===== src/rtl/port_reset_seq.sv =====
module port_reset_seq #(
  parameter int RST_US        = 10000,
  parameter int CHIRP_FILT_US = 3,
  parameter int CHIRP_LEN_US  = 50,
  parameter int TAIL_US       = 200,
  parameter int CONN_US       = 3,
  parameter int SUSP_CONN_US  = 100,
  parameter int DISC_US       = 2,
  parameter int RESUME_US     = 20000
) (
  input  logic       clk,
  input  logic       rst_n,
  input  logic       us_tick,
  input  logic       reset_cmd,
  input  logic       resume_cmd,
  input  logic [1:0] line_state,
  input  logic       dev_low_speed,
  input  logic       hub_suspended,
  output logic       drive_se0,
  output logic       drive_k,
  output logic       drive_j,
  output logic       connected,
  output logic       port_enabled,
  output logic [1:0] speed,
  output logic       reset_done
);

  localparam int MAXT  = (RESUME_US > RST_US) ? RESUME_US : RST_US;
  localparam int TW    = $clog2(MAXT + 1);
  localparam int MAXS  = (CHIRP_LEN_US > CHIRP_FILT_US) ? CHIRP_LEN_US : CHIRP_FILT_US;
  localparam int SW    = $clog2(MAXS + 1);
  localparam int MAXC  = (SUSP_CONN_US > CONN_US) ? SUSP_CONN_US : CONN_US;
  localparam int MAXD  = (MAXC > DISC_US) ? MAXC : DISC_US;
  localparam int DW    = $clog2(MAXD + 1);

  localparam logic [TW-1:0] T_RST_END   = TW'(RST_US - 1);
  localparam logic [TW-1:0] T_RSM_END   = TW'(RESUME_US - 1);
  localparam logic [TW-1:0] T_CHIRP_STOP = TW'(RST_US - TAIL_US - CHIRP_LEN_US);
  localparam logic [SW-1:0] S_FILT_END  = SW'(CHIRP_FILT_US - 1);
  localparam logic [SW-1:0] S_CHIRP_END = SW'(CHIRP_LEN_US - 1);

  localparam logic [1:0] LN_J    = 2'b01;
  localparam logic [1:0] LN_K    = 2'b10;
  localparam logic [1:0] LN_GONE = 2'b11;

  typedef enum logic [2:0] {
    ST_DET, ST_ATT, ST_RST, ST_DKEND, ST_CHIRP, ST_TAIL, ST_EN, ST_RSM
  } st_t;

  st_t           state;
  logic [TW-1:0] tcnt;
  logic [SW-1:0] sub;
  logic [DW-1:0] deb;
  logic          chirp_k;
  logic          hs;

  logic          in_reset, deb_cond, deb_hit, rst_end, line_k;
  logic [DW-1:0] deb_lim;

  assign line_k   = (line_state == LN_K);
  assign in_reset = (state == ST_RST) || (state == ST_DKEND) ||
                    (state == ST_CHIRP) || (state == ST_TAIL);
  assign deb_cond = (state == ST_DET) ? (line_state == LN_J || line_k)
                                      : (line_state == LN_GONE);
  assign deb_lim  = (state != ST_DET) ? DW'(DISC_US - 1) :
                    hub_suspended     ? DW'(SUSP_CONN_US - 1) : DW'(CONN_US - 1);
  assign deb_hit  = deb_cond && us_tick && (deb == deb_lim);
  assign rst_end  = in_reset && us_tick && (tcnt == T_RST_END);

  assign drive_se0 = (state == ST_RST) || (state == ST_DKEND) || (state == ST_TAIL);
  assign drive_k   = ((state == ST_CHIRP) && chirp_k) || (state == ST_RSM);
  assign drive_j   = (state == ST_CHIRP) && !chirp_k;
  assign connected = (state != ST_DET);

  always_ff @(posedge clk) begin
    if (!rst_n) begin
      state        <= ST_DET;
      tcnt         <= '0;
      sub          <= '0;
      deb          <= '0;
      chirp_k      <= 1'b0;
      hs           <= 1'b0;
      port_enabled <= 1'b0;
      speed        <= 2'b00;
      reset_done   <= 1'b0;
    end else begin
      reset_done <= 1'b0;
      if (!deb_cond)    deb <= '0;
      else if (us_tick) deb <= deb_hit ? '0 : deb + 1'b1;

      if (state != ST_DET && deb_hit) begin
        state        <= ST_DET;
        port_enabled <= 1'b0;
        speed        <= 2'b00;
        hs           <= 1'b0;
      end else if (state == ST_DET) begin
        if (deb_hit) state <= ST_ATT;
      end else if (reset_cmd && (state == ST_ATT || state == ST_EN || state == ST_RSM)) begin
        state        <= ST_RST;
        tcnt         <= '0;
        sub          <= '0;
        hs           <= 1'b0;
        port_enabled <= 1'b0;
        speed        <= 2'b00;
      end else if (rst_end) begin
        state        <= ST_EN;
        port_enabled <= 1'b1;
        reset_done   <= 1'b1;
        speed        <= dev_low_speed ? 2'b01 : (hs ? 2'b10 : 2'b00);
      end else begin
        if (in_reset && us_tick) tcnt <= tcnt + 1'b1;
        case (state)
          ST_EN: if (resume_cmd) begin
            state <= ST_RSM;
            tcnt  <= '0;
          end
          ST_RSM: if (us_tick) begin
            if (tcnt == T_RSM_END) state <= ST_EN;
            else                   tcnt  <= tcnt + 1'b1;
          end
          ST_RST: begin
            if (line_k && !dev_low_speed) begin
              if (us_tick) begin
                if (sub == S_FILT_END) begin
                  state <= ST_DKEND;
                  sub   <= '0;
                end else sub <= sub + 1'b1;
              end
            end else sub <= '0;
          end
          ST_DKEND: if (!line_k) begin
            if (tcnt < T_CHIRP_STOP) begin
              state   <= ST_CHIRP;
              chirp_k <= 1'b1;
              hs      <= 1'b1;
              sub     <= '0;
            end else state <= ST_TAIL;
          end
          ST_CHIRP: if (us_tick) begin
            if (sub == S_CHIRP_END) begin
              sub <= '0;
              if (tcnt < T_CHIRP_STOP) chirp_k <= !chirp_k;
              else                     state   <= ST_TAIL;
            end else sub <= sub + 1'b1;
          end
          default: ;
        endcase
      end
    end
  end

  a_r1_drive_onehot: assert property (@(posedge clk) disable iff (!rst_n)
    $onehot0({drive_se0, drive_k, drive_j}));
  a_r8_done_pulse: assert property (@(posedge clk) disable iff (!rst_n)
    reset_done |=> !reset_done);
  a_r8_done_enables: assert property (@(posedge clk) disable iff (!rst_n)
    reset_done |-> port_enabled && !drive_se0);
  a_r4_no_enable_in_reset: assert property (@(posedge clk) disable iff (!rst_n)
    drive_se0 |-> !port_enabled);
  a_r3_detached_quiet: assert property (@(posedge clk) disable iff (!rst_n)
    !connected |-> !port_enabled && speed == 2'b00 && !drive_se0 && !drive_k && !drive_j);
  a_r7_chirp_alternates: assert property (@(posedge clk) disable iff (!rst_n)
    $rose(drive_j) |-> $past(drive_k));
  a_r10_no_done_on_abort: assert property (@(posedge clk) disable iff (!rst_n)
    $fell(connected) |-> !reset_done);
  a_r11_resume_enabled: assert property (@(posedge clk) disable iff (!rst_n)
    (drive_k && port_enabled) |=> (port_enabled || drive_se0 || !connected));

endmodule


===== config.mk =====
export PLATFORM = sky130hd
export DESIGN_NAME = port_reset_seq
export DESIGN_NICKNAME = d
export VERILOG_FILES = /design/src/rtl/port_reset_seq.sv
export SDC_FILE = /design/constraint.sdc
export NUM_CORES = 1
export LEC_CHECK = 0
export BUFFER_PORTS_ARGS = -buffer_cell sky130_fd_sc_hd__buf_2
export CORE_MARGIN = 2
export CORE_UTILIZATION = 30
export DETAILED_ROUTE_END_ITERATION = 16
export MAX_ROUTING_LAYER = met4
export PLACE_DENSITY = 0.59
export SKIP_CTS_REPAIR_TIMING = 1
export SYNTH_ARGS = -nofsm -noshare
export SYNTH_HDL_FRONTEND = slang
export SYNTH_SLANG_ARGS = --single-unit

===== constraint.sdc =====
create_clock -name clk -period 2.3 [get_ports clk]
set_input_delay 0.46 -clock clk [delete_from_list [all_inputs] [get_ports clk]]
set_output_delay 0.46 -clock clk [all_outputs]
set_load 0.01 [all_outputs]

==> key figures, run 1 <==
Run status
  • Status: finished, final reports clean

Global route
  • Largest net degree at the start of global routing: 18
  • Global-route usage over all layers: 16.83%
  • Number of global-route vias before repair: between 2k and 2.5k
  • Initial antenna violation count: 0
  • Global-route wire length before repair: about 12 mm
  • Overflow after GRT: 0

Drt
  • Routed len/inst: 14.70 um
  • Drt pass-1 iters: 4
  • Iteration-0 DRC Markers: 133
  • Via Count: 2683
  • Remaining DRCs: 0
  • Vias per inst: 5.442
  • Drt total wl: 7.249 mm
  • Routed Antenna Nets: 0

STA
  • RSZ-0062 raised after global routing: true
  • Max Clk Rate: 448.0 MHz
  • Tcrit/Tclk final: 97.05%
  • Rel. slew slack: 62.76%
  • Final setup fails: 0
  • Final slew viol count: 0
  • Crit path time final: 2232 ps
  • Hold Fails Final Rpt: 0
  • Actual slew at the worst max-slew pin: 556.6 ps
  • Fin Clk Skew: 8.818 ps
  • WHS: ~450 ps

Clocking
  • Clk slew on worst S/H paths: 70 ps
  • Skew-Pair Late Insertion Delay: 290 ps
  • TritonCTS clock tree: built
  • CTS Buf Count: 5
  • Sink Count: 37
  • Clk buf depth: 2
  • CTS root buffer: clkbuf_8
  • CTS HTree Levels: 2

Yosys
  • Area contributors post-synth: dfxtp_1 30%, a21oi_1 6.6%, nand2_1 5.7%
  • Distinct cell type count after synthesis: 58
  • Asr flop ratio synth: 0%
  • Cells after Synth: about 340
  • Warnings from Yosys: 0
  • Synthesized cell area: 2497 um2
  • Register area share after synthesis: 29.66%
  • Number of flops mapped to enable cells by yosys: 0
  • Top_reg_cell synth: dfxtp_1
  • Mapped Avg Cell Area: between 7 and 8 um2
  • Synthesized flop and latch total: 37
  • Top-count cell post-synth: nand2_1
  • Most frequent cells after synthesis: 38 x nand2_1, 37 x dfxtp_1, 33 x a21oi_1, 32 x nor2_1, 20 x o21ai_0
  • Post-synth top area share: 29.66%
  • Area leader, netlist: dfxtp_1
  • Syn Nets: 355

Floorplanning
  • Die Y-Extent: 95.24 um
  • IO Pins: 17
  • # rows: 33
  • Initial Utilization: between 30% and 40%
  • Die W: 95.24 um
  • Die area: 9071 um2
  • Core area: 8134 um2

Placed design
  • PortBufs: 16
  • GP Congestion: 0.9645
  • Post-Place Cell Area: slightly below 3000 um2
  • HPWL Detailed: ~5.4 mm

Setup path
  • Critical path fanouts, max: 3
  • Buf/Inv on CP: 1
  • Critical Path Slowest Stage Cell: or4_4
  • CP max stage delay: approximately 580 ps
  • Critical Path RT: about 2500 ps
  • CP startpoint kind: flop
  • Worst setup path category: flop to flop
  • Cell family with most CP delay: simple AND/OR/NAND/NOR gates
  • CP Cell Sequence: or4_4 -> nor4_2 -> buf_4 -> nor2_1 -> or4b_1 -> a21boi_2 -> o32ai_1
  • Arr. time, crit path: about 2400 ps
  • Crit path capture type: flop

Power and ir drop
  • Power, Total: around 1600 uW
  • Max IR drop VDD: ~0.28 mV
  • Pwr dens: 507.1 nW/um2
  • Leak: between 0.001 and 0.0015 uW

Layout
  • Register area: 744.5 um2
  • Fraction of layout cells with a size suffix above 1: 22.42%
  • Fin nets: between 400 and 500
  • Filler cells: around 840
  • Diode count: 0
  • Multi-input gate area: 1682 um2
  • Fin area: ~3100 um2
  • Area Overhead vs Synth: 23.50%

Flow run
  • Max-Cap Viols: 0

Hold path
  • Hold Crit Class: flop to flop
[worst paths after layout]
kind         endpoint  startpoint  cells past startpoint  slack [ps]
max          state[0]     tcnt[5]                      7          70
min                hs          hs                      2         450
max reg2reg  state[0]     tcnt[5]                      7          70
min reg2reg        hs          hs                      2         450
[through the flow]
stage                     util, %  TNS, ps  setup WS (ps)  instances
final                       37.92        0          67.78        493
after global routing        37.92   -13.45         -13.45        493
after CTS                   37.41        0          7.730        493
after detailed placement    36.39   -33.39         -20.45        485
after global placement      36.39   -34.05         -34.05        485
after floorplan                 -        0          59.62        339
[flip-flops by register name, summed over array words and instances, names as in the netlist]
name / count
chirp_k: 1
deb: 7
hs: 1
port_enabled: 1
reset_done: 1
speed: 2
state: 3
sub: 6
tcnt: 15
[power breakdown]
group | internal, uW | switching (uW)
registers | 653 | 37.0
clock network | 210 | 237
logic | 183 | 244
[routing by layer]
layer  track usage, %  vias up  wire, um
met2            26.17       61      3327
met1            22.47     1261      3531
met5                -        -         0
met3            3.004       11       298
met4            4.589        0        91
li1                 -     1350         -
[placed cells by master, fill, tap and decap left out, types with 5 or more instances in the layout]
| master | netlist | routed |
|---|---|---|
| buf_2 | 2 | 16 |
| o21ai_0 | 20 | 19 |
| nor3b_1 | 5 | 5 |
| nand4_1 | 8 | 8 |
| nand3_1 | 11 | 11 |
| nor4_1 | 6 | 5 |
| dfxtp_1 | 37 | 34 |
| buf_4 | 0 | 42 |
| ha_1 | 7 | 6 |
| nand2_1 | 38 | 38 |
| or3_1 | 7 | 7 |
| a21oi_1 | 33 | 33 |
| clkbuf_8 | 0 | 5 |
| and3_1 | 7 | 7 |
| a31oi_1 | 6 | 6 |
| nor3_1 | 13 | 13 |
| inv_1 | 13 | 13 |
| nor2_1 | 32 | 31 |
[worst register-to-register path: stages, from the launching register on]
cell and delay [ps]:
dfxtp_1 320, or4_4 580, nor4_2 240, buf_4 160, nor2_1 40, or4b_1 500
a21boi_2 190, o32ai_1 90
[final cells by class]
class | instances | share of cell area [%]
Clock buffer | 6 | 2.353
Clock inverter | 2 | 0.3245
Timing Repair Buffer | 58 | 12.82
Sequential cell | 37 | 24.14
Tap cell | 105 | 4.260
Multi-Input combinational cell | 272 | 54.52
Inverter | 13 | 1.582
[logic make-up after synthesis]
family          synth area share, %
simple gates                  33.42
fa+ha+maj                     3.507
flops                         29.66
mux                          0.4008
buf+inv                       4.609
xor+xnor                      2.805
compound gates                25.60
Note: power is estimated with default switching activity, not from simulation.
==> run 2, diff against run 1 <==
--- a/config.mk
+++ b/config.mk
@@ -9,7 +9,7 @@
 export CORE_MARGIN = 2
 export CORE_UTILIZATION = 30
 export DETAILED_ROUTE_END_ITERATION = 16
-export MAX_ROUTING_LAYER = met4
+export GPL_TIMING_DRIVEN = 0
 export PLACE_DENSITY = 0.59
 export SKIP_CTS_REPAIR_TIMING = 1
 export SYNTH_ARGS = -nofsm -noshare
==> key figures, run 2 (synthesized netlist as in run 1, its figures left out) <==
Run status
  • Status: finished, final reports clean

Setup path
  • Reg2reg setup slack: 30 ps (-40 ps)
  • Crit path capture type: flop
  • Critical Path RT: 2520 ps (+50 ps)
  • Arr. time, crit path: 2490 ps (+90 ps)
  • FF-to-FF Start: state[2]
  • Critical path fanouts, max: 9 (+6)
  • Reg2reg end: sub[1]
  • R2r worst-path depth: 7 (unchanged)
  • CP startpoint kind: flop
  • Worst setup path category: flop to flop

Clocking
  • CTS root buffer: clkbuf_8
  • Sink Count: 37 (unchanged)
  • Clk buf depth: 2 (unchanged)
  • Clk slew on worst S/H paths: 70 ps (about the same)
  • CTS Buf Count: 5 (unchanged)
  • TritonCTS clock tree: built
  • CTS HTree Levels: 2 (unchanged)
  • Skew-Pair Late Insertion Delay: 290 ps (about the same)

Layout
  • Area Overhead vs Synth: 21.09%
  • Number of flip-flops in the largest register: 15 (unchanged)
  • Most frequent cells in the layout: 38 x nand2_1, 32 x a21oi_1, 31 x dfxtp_1
  • Largest registers: tcnt x15, deb x7, sub x6
  • Fraction of layout cells with a size suffix above 1: 22.65% (+0.23 points)
  • Filler cells: 859 (+1.9%)
  • Fin area: 3024 um2 (-1.9%)
  • Largest Register: tcnt
  • Commonest non-fill, non-tap cell in the layout: nand2_1
  • Diode count: 0 (unchanged)
  • Multi-input gate area: 1842 um2 (+9.5%)
  • Fin nets: 379 (-6.0%)
  • Register area: 748.2 um2 (+0.50%)

Drt
  • Routed len/inst: 15.46 um (+5.1%)
  • Drt total wl: 7.218 mm (-0.43%)
  • Iteration-0 DRC Markers: 167 (+26%)
  • Remaining DRCs: 0 (unchanged)
  • Drt pass-1 iters: 5 (+1)
  • Via Count: 2671 (-0.45%)
  • Routed Antenna Nets: 0 (unchanged)
  • Vias per inst: 5.719 (+5.1%)

STA
  • Final slew viol count: 0 (unchanged)
  • Fin Clk Skew: 6.174 ps (-2.644 ps)
  • Crit path time final: 2273 ps (+40.38 ps)
  • Rel. slew slack: 63.69% (+0.93 points)
  • Final setup margin: 27.40 ps (-40.38 ps)
  • Max Clk Rate: 440.0 MHz (-1.8%)
  • Final setup fails: 0 (unchanged)
  • Tcrit/Tclk final: 98.81% (+1.8 points)
  • RSZ-0062 raised after global routing: true
  • Actual slew at the worst max-slew pin: 544.7 ps (-11.88 ps)
  • Hold Fails Final Rpt: 0 (unchanged)

Placed design
  • PortBufs: 16 (unchanged)
  • GP Congestion: 0.9365 (-2.9%)
  • Post-Place Cell Area: 2715 um2 (-8.3%)
  • Dpl ws: -457.1 ps (-436.6 ps)
  • HPWL Detailed: 5.043 mm (-6.9%)

Hold path
  • Hold EP: port_enabled
  • Hold Crit Class: flop to flop
  • Hold depth: 2 (unchanged)
  • Hold Startpoint: port_enabled

Global route
  • Initial antenna violation count: 0 (unchanged)
  • Global-route wire length before repair: 11.21 mm (-5.0%)
  • Overflow after GRT: 0 (unchanged)
  • Largest net degree at the start of global routing: 11 (-7)
  • Global-route usage over all layers: 15.52% (-1.3 points)
  • Number of global-route vias before repair: 2309 (-6.7%)

Floorplanning
  • Die area: 9071 um2 (unchanged)
  • Core area: 8134 um2 (unchanged)
  • Initial Utilization: 30.70% (unchanged)
  • # rows: 33 (unchanged)
  • Die W: 95.24 um (unchanged)
  • Die Y-Extent: 95.24 um (unchanged)
  • IO Pins: 17 (unchanged)

Power and ir drop
  • Max IR drop VDD: 0.2617 mV (-7.6%)
  • Leak: 0.001033 uW (-8.3%)
  • Pwr dens: 526.7 nW/um2 (+3.9%)

Flow run
  • Max-Cap Viols: 0 (unchanged)
## run 2: cell count changes in the layout (fill, tap and decap cells not counted), sizes merged
cell	before	now
buf	58	24
clkinv	2	1
clkbuf	6	14
a211o	2	3
## run 2: worst max-delay path by stage
stage / start / end / slack (ps)
2_1_floorplan: line_state[0] / sub[5] / 60
3_3_place_gp: us_tick / tcnt[13] / -470
3_5_place_dp: us_tick / tcnt[13] / -460
4_1_cts: state[2] / sub[1] / -400
5_1_grt: state[2] / sub[1] / -70
6_report: state[2] / sub[1] / 30
## run 2: stage by stage
step | power (uW) | std cells | TNS, ps | hold slack, ps | util, %
after floorplan | 947.8 | 339 | 0 | 433.7 | -
after global placement | 1065 | 460 | -7934 | 446.7 | 33.38
after detailed placement | 1060 | 460 | -7816 | 449.5 | 33.38
after CTS | 1492 | 466 | -3915 | 459.8 | 34.29
after global routing | 1671 | 467 | -106.0 | 472.0 | 37.18
final | 1593 | 467 | 0 | 453.6 | 37.18
## run 2: power breakdown
| group | total [uW] | internal, uW | leakage, uW | switching, uW |
|---|---|---|---|---|
| logic | 488 | 193 | 0.000692 | 295 |
| registers | 675 | 653 | 0.000301 | 21.9 |
| clock network | 430 | 200 | 0.0000399 | 231 |
| total | 1590 | 1050 | 0.00103 | 548 |
## run 2: area by class of cell
type,count,share of cell area (%)
sequential,37,24.74
clock inverter,1,0.1655
timing repair buffer,21,3.889
buffer,12,2.069
clock buffer,5,2.276
multi-input combinational,273,60.90
inverter,13,1.614
tap,105,4.344
## run 2: layer usage
layer / part of all wire [%] / up-vias / global-route usage, % / wire length [um]
met5: 0 / - / 0 / 0
met4: 2.5 / 0 / 4.710 / 180
met3: 4.5 / 19 / 3.004 / 323
met2: 46 / 75 / 24.71 / 3326
met1: 47 / 1267 / 21.16 / 3386
li1: - / 1310 / - / -
## run 2: critical path, stage by stage, from the launching register on
cell	delay, ps
dfxtp_1	300
buf_2	190
or3b_2	510
a41oi_1	180
o21ai_0	190
a41oi_2	300
or3b_1	390
a21oi_1	140
